<file path="src/rtl/bbs_pkg.sv">
`timescale 1ns/1ps
package bbs_pkg;
  typedef struct packed {
    logic closeEn;
    logic consumeEn;
  } ringStrobe_t;

  localparam int unsigned ST_INT  = 0;
  localparam int unsigned ST_SER  = 1;
  localparam int unsigned ST_CELL = 2;
endpackage

</file>
<file path="src/rtl/bbs_ring.sv">
`timescale 1ns/1ps
module bbs_ring
  import bbs_pkg::*;
#(
  parameter int unsigned DEPTH = 8,
  parameter int unsigned CNT_W = 8,
  parameter int unsigned IDX_W = $clog2(DEPTH)
) (
  input  logic             clk,
  input  logic             rstN,
  input  logic             bdWrEn,
  input  logic [IDX_W-1:0] bdWrIdx,
  input  logic             bdWrWrap,
  input  logic             bdWrIntEn,
  input  ringStrobe_t      stb,
  input  logic [CNT_W-1:0] closeCount,
  input  logic [IDX_W-1:0] fillIdx,
  input  logic [IDX_W-1:0] txIdx,
  input  logic [IDX_W-1:0] rdIdx,
  output logic             fillReady,
  output logic             fillWrap,
  output logic             fillInt,
  output logic             txReady,
  output logic             txWrap,
  output logic             rdReady,
  output logic             rdWrap,
  output logic             rdIntEn,
  output logic [CNT_W-1:0] rdCount
);
  logic [DEPTH-1:0] readyQ;
  logic [DEPTH-1:0] wrapQ;
  logic [DEPTH-1:0] intQ;
  logic [CNT_W-1:0] countQ [DEPTH];

  always_ff @(posedge clk) begin
    if (!rstN) begin
      readyQ <= '0;
      wrapQ  <= '0;
      intQ   <= '0;
      for (int e = 0; e < DEPTH; e++) countQ[e] <= '0;
    end else begin
      for (int e = 0; e < DEPTH; e++) begin
        if (bdWrEn && bdWrIdx == IDX_W'(e)) begin
          readyQ[e] <= 1'b0;
          countQ[e] <= '0;
          wrapQ[e]  <= bdWrWrap;
          intQ[e]   <= bdWrIntEn;
        end else begin
          if (stb.closeEn && fillIdx == IDX_W'(e)) begin
            readyQ[e] <= 1'b1;
            countQ[e] <= closeCount;
          end
          if (stb.consumeEn && txIdx == IDX_W'(e)) readyQ[e] <= 1'b0;
        end
      end
    end
  end

  assign fillReady = readyQ[fillIdx];
  assign fillWrap  = wrapQ[fillIdx];
  assign fillInt   = intQ[fillIdx];
  assign txReady   = readyQ[txIdx];
  assign txWrap    = wrapQ[txIdx];
  assign rdReady   = readyQ[rdIdx];
  assign rdWrap    = wrapQ[rdIdx];
  assign rdIntEn   = intQ[rdIdx];
  assign rdCount   = countQ[rdIdx];
endmodule

</file>
<file path="src/rtl/bbs_ctrl.sv">
`timescale 1ns/1ps
module bbs_ctrl
  import bbs_pkg::*;
#(
  parameter int unsigned DEPTH = 8,
  parameter int unsigned CNT_W = 8,
  parameter int unsigned IDX_W = $clog2(DEPTH)
) (
  input  logic             clk,
  input  logic             rstN,
  input  logic [CNT_W-1:0] bufLen,
  input  logic             rxValid,
  input  logic             fillReady,
  input  logic             fillWrap,
  input  logic             fillInt,
  input  logic             txReady,
  input  logic             txWrap,
  input  logic             armCmd,
  input  logic [IDX_W-1:0] armIdx,
  input  logic             startCmd,
  input  logic             serReq,
  input  logic             serRestart,
  input  logic             cellReq,
  input  logic             cellBdReady,
  input  logic             cellRestart,
  input  logic [2:0]       statusClr,
  output ringStrobe_t      stb,
  output logic [CNT_W-1:0] closeCount,
  output logic [IDX_W-1:0] fillIdx,
  output logic [IDX_W-1:0] txIdx,
  output logic             serAck,
  output logic             serRun,
  output logic             serHalted,
  output logic             cellAck,
  output logic             cellHalted,
  output logic             irq,
  output logic             serHaltFlag,
  output logic             cellHaltFlag
);
  localparam logic [IDX_W-1:0] LAST_IDX = IDX_W'(DEPTH - 1);

  logic [CNT_W-1:0] fillCnt;
  logic [CNT_W-1:0] cntInc;
  logic [IDX_W-1:0] targetIdx;
  logic             primed;
  logic             byteTaken, closeHit;
  logic             serGo, serTake, serStall;
  logic             cellGo, cellTake, cellStall;

  function automatic logic [IDX_W-1:0] stepIdx(input logic [IDX_W-1:0] cur, input logic wrap);
    if (wrap || cur == LAST_IDX) return '0;
    return cur + 1'b1;
  endfunction

  always_comb begin
    cntInc    = fillCnt + 1'b1;
    byteTaken = rxValid && !fillReady;
    closeHit  = byteTaken && (cntInc >= bufLen);
    serGo     = serReq && serRun && !serHalted && !serRestart;
    serTake   = serGo && txReady;
    serStall  = serGo && !txReady;
    cellGo    = cellReq && !cellHalted && !cellRestart;
    cellTake  = cellGo && cellBdReady;
    cellStall = cellGo && !cellBdReady;
    stb.closeEn   = closeHit;
    stb.consumeEn = serTake;
    closeCount    = cntInc;
  end

  always_ff @(posedge clk) begin
    if (!rstN) begin
      fillCnt      <= '0;
      fillIdx      <= '0;
      txIdx        <= '0;
      serAck       <= 1'b0;
      cellAck      <= 1'b0;
      serHalted    <= 1'b0;
      cellHalted   <= 1'b0;
      irq          <= 1'b0;
      serHaltFlag  <= 1'b0;
      cellHaltFlag <= 1'b0;
      targetIdx    <= '0;
      primed       <= 1'b0;
      serRun       <= 1'b0;
    end else begin
      if (byteTaken) begin
        if (closeHit) begin
          fillCnt <= '0;
          fillIdx <= stepIdx(fillIdx, fillWrap);
        end else begin
          fillCnt <= cntInc;
        end
      end
      if (serTake) txIdx <= stepIdx(txIdx, txWrap);
      serAck  <= serTake;
      cellAck <= cellTake;

      if (serRestart)    serHalted <= 1'b0;
      else if (serStall) serHalted <= 1'b1;
      if (cellRestart)    cellHalted <= 1'b0;
      else if (cellStall) cellHalted <= 1'b1;

      irq          <= (irq & ~statusClr[ST_INT]) | (closeHit & fillInt);
      serHaltFlag  <= (serHaltFlag & ~statusClr[ST_SER]) | serStall;
      cellHaltFlag <= (cellHaltFlag & ~statusClr[ST_CELL]) | cellStall;

      if (armCmd) begin
        targetIdx <= armIdx;
        primed    <= 1'b0;
      end else if (closeHit && fillIdx == targetIdx) begin
        primed <= 1'b1;
      end
      if (startCmd && primed) serRun <= 1'b1;
    end
  end
endmodule

</file>
<file path="src/rtl/bridge_bd_seq.sv">
`timescale 1ns/1ps
module bridge_bd_seq
  import bbs_pkg::*;
#(
  parameter int unsigned DEPTH = 8,
  parameter int unsigned CNT_W = 8,
  parameter int unsigned IDX_W = $clog2(DEPTH)
) (
  input  logic             clk,
  input  logic             rstN,
  input  logic [CNT_W-1:0] bufLen,
  input  logic             rxValid,
  input  logic             bdWrEn,
  input  logic [IDX_W-1:0] bdWrIdx,
  input  logic             bdWrWrap,
  input  logic             bdWrIntEn,
  input  logic [IDX_W-1:0] rdIdx,
  output logic             rdReady,
  output logic             rdWrap,
  output logic             rdIntEn,
  output logic [CNT_W-1:0] rdCount,
  input  logic             armCmd,
  input  logic [IDX_W-1:0] armIdx,
  input  logic             startCmd,
  input  logic             serReq,
  input  logic             serRestart,
  output logic             serAck,
  output logic             serRun,
  output logic             serHalted,
  input  logic             cellReq,
  input  logic             cellBdReady,
  input  logic             cellRestart,
  output logic             cellAck,
  output logic             cellHalted,
  input  logic [2:0]       statusClr,
  output logic             irq,
  output logic             serHaltFlag,
  output logic             cellHaltFlag,
  output logic [IDX_W-1:0] fillIdx,
  output logic [IDX_W-1:0] txIdx
);
  ringStrobe_t      stb;
  logic [CNT_W-1:0] closeCount;
  logic             fillReady, fillWrap, fillInt, txReady, txWrap;

  bbs_ctrl #(.DEPTH(DEPTH), .CNT_W(CNT_W), .IDX_W(IDX_W)) uCtrl (
    .clk(clk), .rstN(rstN), .bufLen(bufLen), .rxValid(rxValid),
    .fillReady(fillReady), .fillWrap(fillWrap), .fillInt(fillInt),
    .txReady(txReady), .txWrap(txWrap),
    .armCmd(armCmd), .armIdx(armIdx), .startCmd(startCmd),
    .serReq(serReq), .serRestart(serRestart),
    .cellReq(cellReq), .cellBdReady(cellBdReady), .cellRestart(cellRestart),
    .statusClr(statusClr), .stb(stb), .closeCount(closeCount),
    .fillIdx(fillIdx), .txIdx(txIdx),
    .serAck(serAck), .serRun(serRun), .serHalted(serHalted),
    .cellAck(cellAck), .cellHalted(cellHalted),
    .irq(irq), .serHaltFlag(serHaltFlag), .cellHaltFlag(cellHaltFlag)
  );

  bbs_ring #(.DEPTH(DEPTH), .CNT_W(CNT_W), .IDX_W(IDX_W)) uRing (
    .clk(clk), .rstN(rstN),
    .bdWrEn(bdWrEn), .bdWrIdx(bdWrIdx), .bdWrWrap(bdWrWrap), .bdWrIntEn(bdWrIntEn),
    .stb(stb), .closeCount(closeCount),
    .fillIdx(fillIdx), .txIdx(txIdx), .rdIdx(rdIdx),
    .fillReady(fillReady), .fillWrap(fillWrap), .fillInt(fillInt),
    .txReady(txReady), .txWrap(txWrap),
    .rdReady(rdReady), .rdWrap(rdWrap), .rdIntEn(rdIntEn), .rdCount(rdCount)
  );
endmodule

</file>
<file path="config.mk">
export PLATFORM = sky130hd
export DESIGN_NAME = bridge_bd_seq
export DESIGN_NICKNAME = d
export VERILOG_FILES = /design/src/rtl/bbs_pkg.sv /design/src/rtl/bbs_ring.sv /design/src/rtl/bbs_ctrl.sv /design/src/rtl/bridge_bd_seq.sv
export SDC_FILE = /design/constraint.sdc
export NUM_CORES = 1
export LEC_CHECK = 0
export BUFFER_PORTS_ARGS = -buffer_cell sky130_fd_sc_hd__clkbuf_2
export CAP_MARGIN = 20
export CORE_ASPECT_RATIO = 0.6
export CORE_MARGIN = 5
export CORE_UTILIZATION = 55
export CTS_BUF_LIST = sky130_fd_sc_hd__clkbuf_8 sky130_fd_sc_hd__clkbuf_16
export DETAILED_ROUTE_END_ITERATION = 10
export GPL_ROUTABILITY_DRIVEN = 0
export HOLD_SLACK_MARGIN = 0.05
export PLACE_DENSITY_LB_ADDON = 0.3
export SLEW_MARGIN = 20
export SYNTH_ARGS = -nofsm -noshare
export SYNTH_HDL_FRONTEND = slang
export SYNTH_HIERARCHICAL = 1
export SYNTH_SLANG_ARGS = --single-unit
</file>
<file path="constraint.sdc">
create_clock -name clk -period 6.35 [get_ports clk]
set_clock_uncertainty 0.1 [all_clocks]
set_input_delay 0.9525 -clock clk [delete_from_list [all_inputs] [get_ports clk]]
set_output_delay 0.9525 -clock clk [all_outputs]
set_load 0.05 [all_outputs]
</file>
==> results.tsv <==
metric	value	unit
outcome	finished, final reports clean	
cts repair resizes	0	
Crit. End Element	flip-flop	
WP data required	6520	ps
CP bufs+invs	1	
Clock Latency Late Sink	400	ps
GRT overflow	0	
commonest register cell after synthesis	edfxtp_1	
GR Util All Layers	23.7	%
Starting Density	56.4	%
Worst-Margin Slew	883	ps
FF-to-FF End	uRing/countQ[5][1]	
post-route design area	6950	um^2
Startpoint Class	flip-flop	
critical path, cell by cell	ha_1, nand2_1, nor2_1, xnor2_1, inv_1, ha_1, nand2_1, a211o_1, or2_4, a21oi_4, nand4b_1, nor3_2, and2_1	
DP Area	6300	um^2
Final Hold Fails	0	
Die X	144	um
vias in the first global route	4161	
synthesized netlist cell count	487	
DR DRC count	0	
r2r worst-path depth	13	
Slowest cell on crit path	nor3_2	
hold path depth	2	
post-synthesis cell area	5950	um^2
Area Overhead vs Synth	16.8	%
initial DRC count	369	
peak fanout along the critical path	12	
RSZ-0062 raised after global routing	no	
Die Y	90.6	um
antenna violations before repair	0	
worst hold start	uRing/intQ[3]	
Post-synth EDFFs	64	
max cap viols	0	
hpwl dp	10100	um
via count	4191	
Seq/Total Area, Yosys	49.1	%
IO Port Bufs	57	
number of H-tree levels	4	
CTS Buffer Depth	2	
final setup vio count	0	
CTS Buf Count	17	
Final min period	4190	ps
Worst-path clk slew	50	ps
Crit path largest cell delay	770	ps
Clock Tree Root	clkbuf_16	
Hold Path Class	flip-flop to flip-flop	
Ys Warns	6	
PwrDens	282	nW/um^2
fmax	239	MHz
Tcrit/Tclk final	65.9	%
combinational power share	7.7	%
Slew HR	40.8	%
DRT antenna net count	0	
post-synth net total	533	
Post-synth ARST share	0	%
static leakage	0.00276	uW
Unique masters post-synth	55	
hold buffer count at cts	0	
die area	13100	um^2
post-CTS setup buffers	0	
final WL	14900	um
Yosys reg bits	114	
Max IR drop VDD	0.202	mV
CTS tree	done	
WHS Endpoint	uRing/intQ[3]	
Fin Hold WS	374	ps
reg2reg setup slack	2160	ps
reg-to-reg startpoint	uCtrl/fillCnt[0]	
Avg Inst Size Synth	12.2	um^2
Flop pwr share	41.4	%
Vias/cell	6.07	
Rows	29	
layout cell share with drive strength beyond 1	27.4	%
Pint	1520	uW
Crit Path Category	flip-flop to flip-flop	
Ant. Diodes	0	
setup TNS	0	ps
most frequent cells in the layout	66 x and2_1, 64 x edfxtp_1, 57 x clkbuf_2	
clock sink count	114	
filler instances	752	
Boundary Pins	58	
Wirelength per Cell	21.6	um
drt pass-1 iters	5	
core area	10600	um^2
Net Sw Frac	22.3	%
fin. max-slew vios	0	
Arr. time, crit path	4350	ps
Switch Pwr	438	uW
Clk pwr share	50.9	%
kind of cell adding the most delay to the critical path	simple AND/OR/NAND/NOR gates	
commonest non-fill, non-tap cell in the layout	and2_1	
# nets final	585	
fin cells	691	
first-pass GRT wire length	23200	um
largest net degree at the start of global routing	35	
placed cell count	658	
-- layer usage --
metal	global-route usage, %	share of wire, %	vias to the layer above
met5	0	0	-
met4	4.97	1.0	0
met3	9.95	12	21
met2	32.6	43	236
met1	34.9	44	2033
li1	-	-	1901
-- state kept, by name, summed over array words and instances (netlist names), 3 cells and up --
| register | cells |
|---|---|
| uCtrl/targetIdx | 3 |
| uRing/wrapQ | 8 |
| uCtrl/txIdx | 3 |
| uCtrl/fillIdx | 3 |
| uRing/intQ | 8 |
| uCtrl/fillCnt | 8 |
| uRing/countQ | 64 |
| uRing/readyQ | 8 |
-- metrics by stage --
stage	setup WS, ps	total power [uW]	utilization, %
floorplan	2810	927	-
global placement	2460	970	59.6
detailed placement	2310	975	59.6
CTS	2240	1960	65.6
global route	1970	2010	65.8
finish	2160	1960	65.8
-- cell type report --
class / instances / area (um^2) / share of cell area, %
inverters: 16 / 60.1 / 0.864
clock inverters: 12 / 136 / 1.96
clock buffers: 20 / 489 / 7.04
multi-input cells: 332 / 2860 / 41.1
well taps: 139 / 174 / 2.50
repair buffers: 58 / 313 / 4.50
flip-flops and latches: 114 / 2920 / 42.1
-- tightest hold or removal path: stages (launching register included) --
cell and delay [ps]:
dfxtp_1 310, nand2_1 60, a21oi_1 50
-- worst max-delay path by stage --
stage                     startpoint            endpoint  slack [ps]  depth (start not counted)
finish              uCtrl/fillCnt[0]  uRing/countQ[5][1]        2160                         13
global route        uCtrl/fillCnt[0]  uRing/countQ[4][4]        1970                         13
CTS                 uCtrl/fillCnt[0]  uRing/countQ[0][2]        2240                         12
detailed placement  uCtrl/fillCnt[0]  uRing/countQ[4][4]        2310                         13
global placement    uCtrl/fillCnt[0]  uRing/countQ[0][0]        2460                         12
floorplan           uCtrl/fillIdx[0]  uRing/countQ[0][0]        2810                          8
-- power groups by stage --
stage               combinational (uW)  sequential (uW)  clock (uW)
finish                             151              812         999
global route                       161              814        1040
CTS                                149              812        1000
detailed placement                 147              827           0
global placement                   145              825           0
floorplan                          103              824           0
-- cells by family (layout without fill, tap and decap cells) --
logic type / count (synthesis) / count (layout) / share of synthesized area [%]
fa+ha+maj: 13 / 13 / 2.73
compound gates: 40 / 40 / 4.86
mux: 63 / 63 / 17.7
xor+xnor: 9 / 9 / 1.32
simple gates: 207 / 207 / 21.4
buf+inv: 41 / 106 / 2.94
flops: 114 / 114 / 49.1
-- Yosys cell counts (all sizes together) (5+ instances only) --
master / count / area [um^2]
a21oi: 13 / 76.3
nor2: 22 / 82.6
mux4: 32 / 721
nor3: 12 / 101
mux2i: 14 / 140
buf: 14 / 73.8
dfxtp: 50 / 1000
clkbuf: 11 / 41.3
mux2: 17 / 191
nor2b: 12 / 75.1
edfxtp: 64 / 1920
nand3: 10 / 50.1
o21ai: 7 / 35.0
ha: 13 / 163
nand2b: 9 / 56.3
nand2: 40 / 150
nand4b: 6 / 52.6
and2: 66 / 413
inv: 16 / 60.1
xnor2: 5 / 43.8
Power figures use the tool's default switching activity.
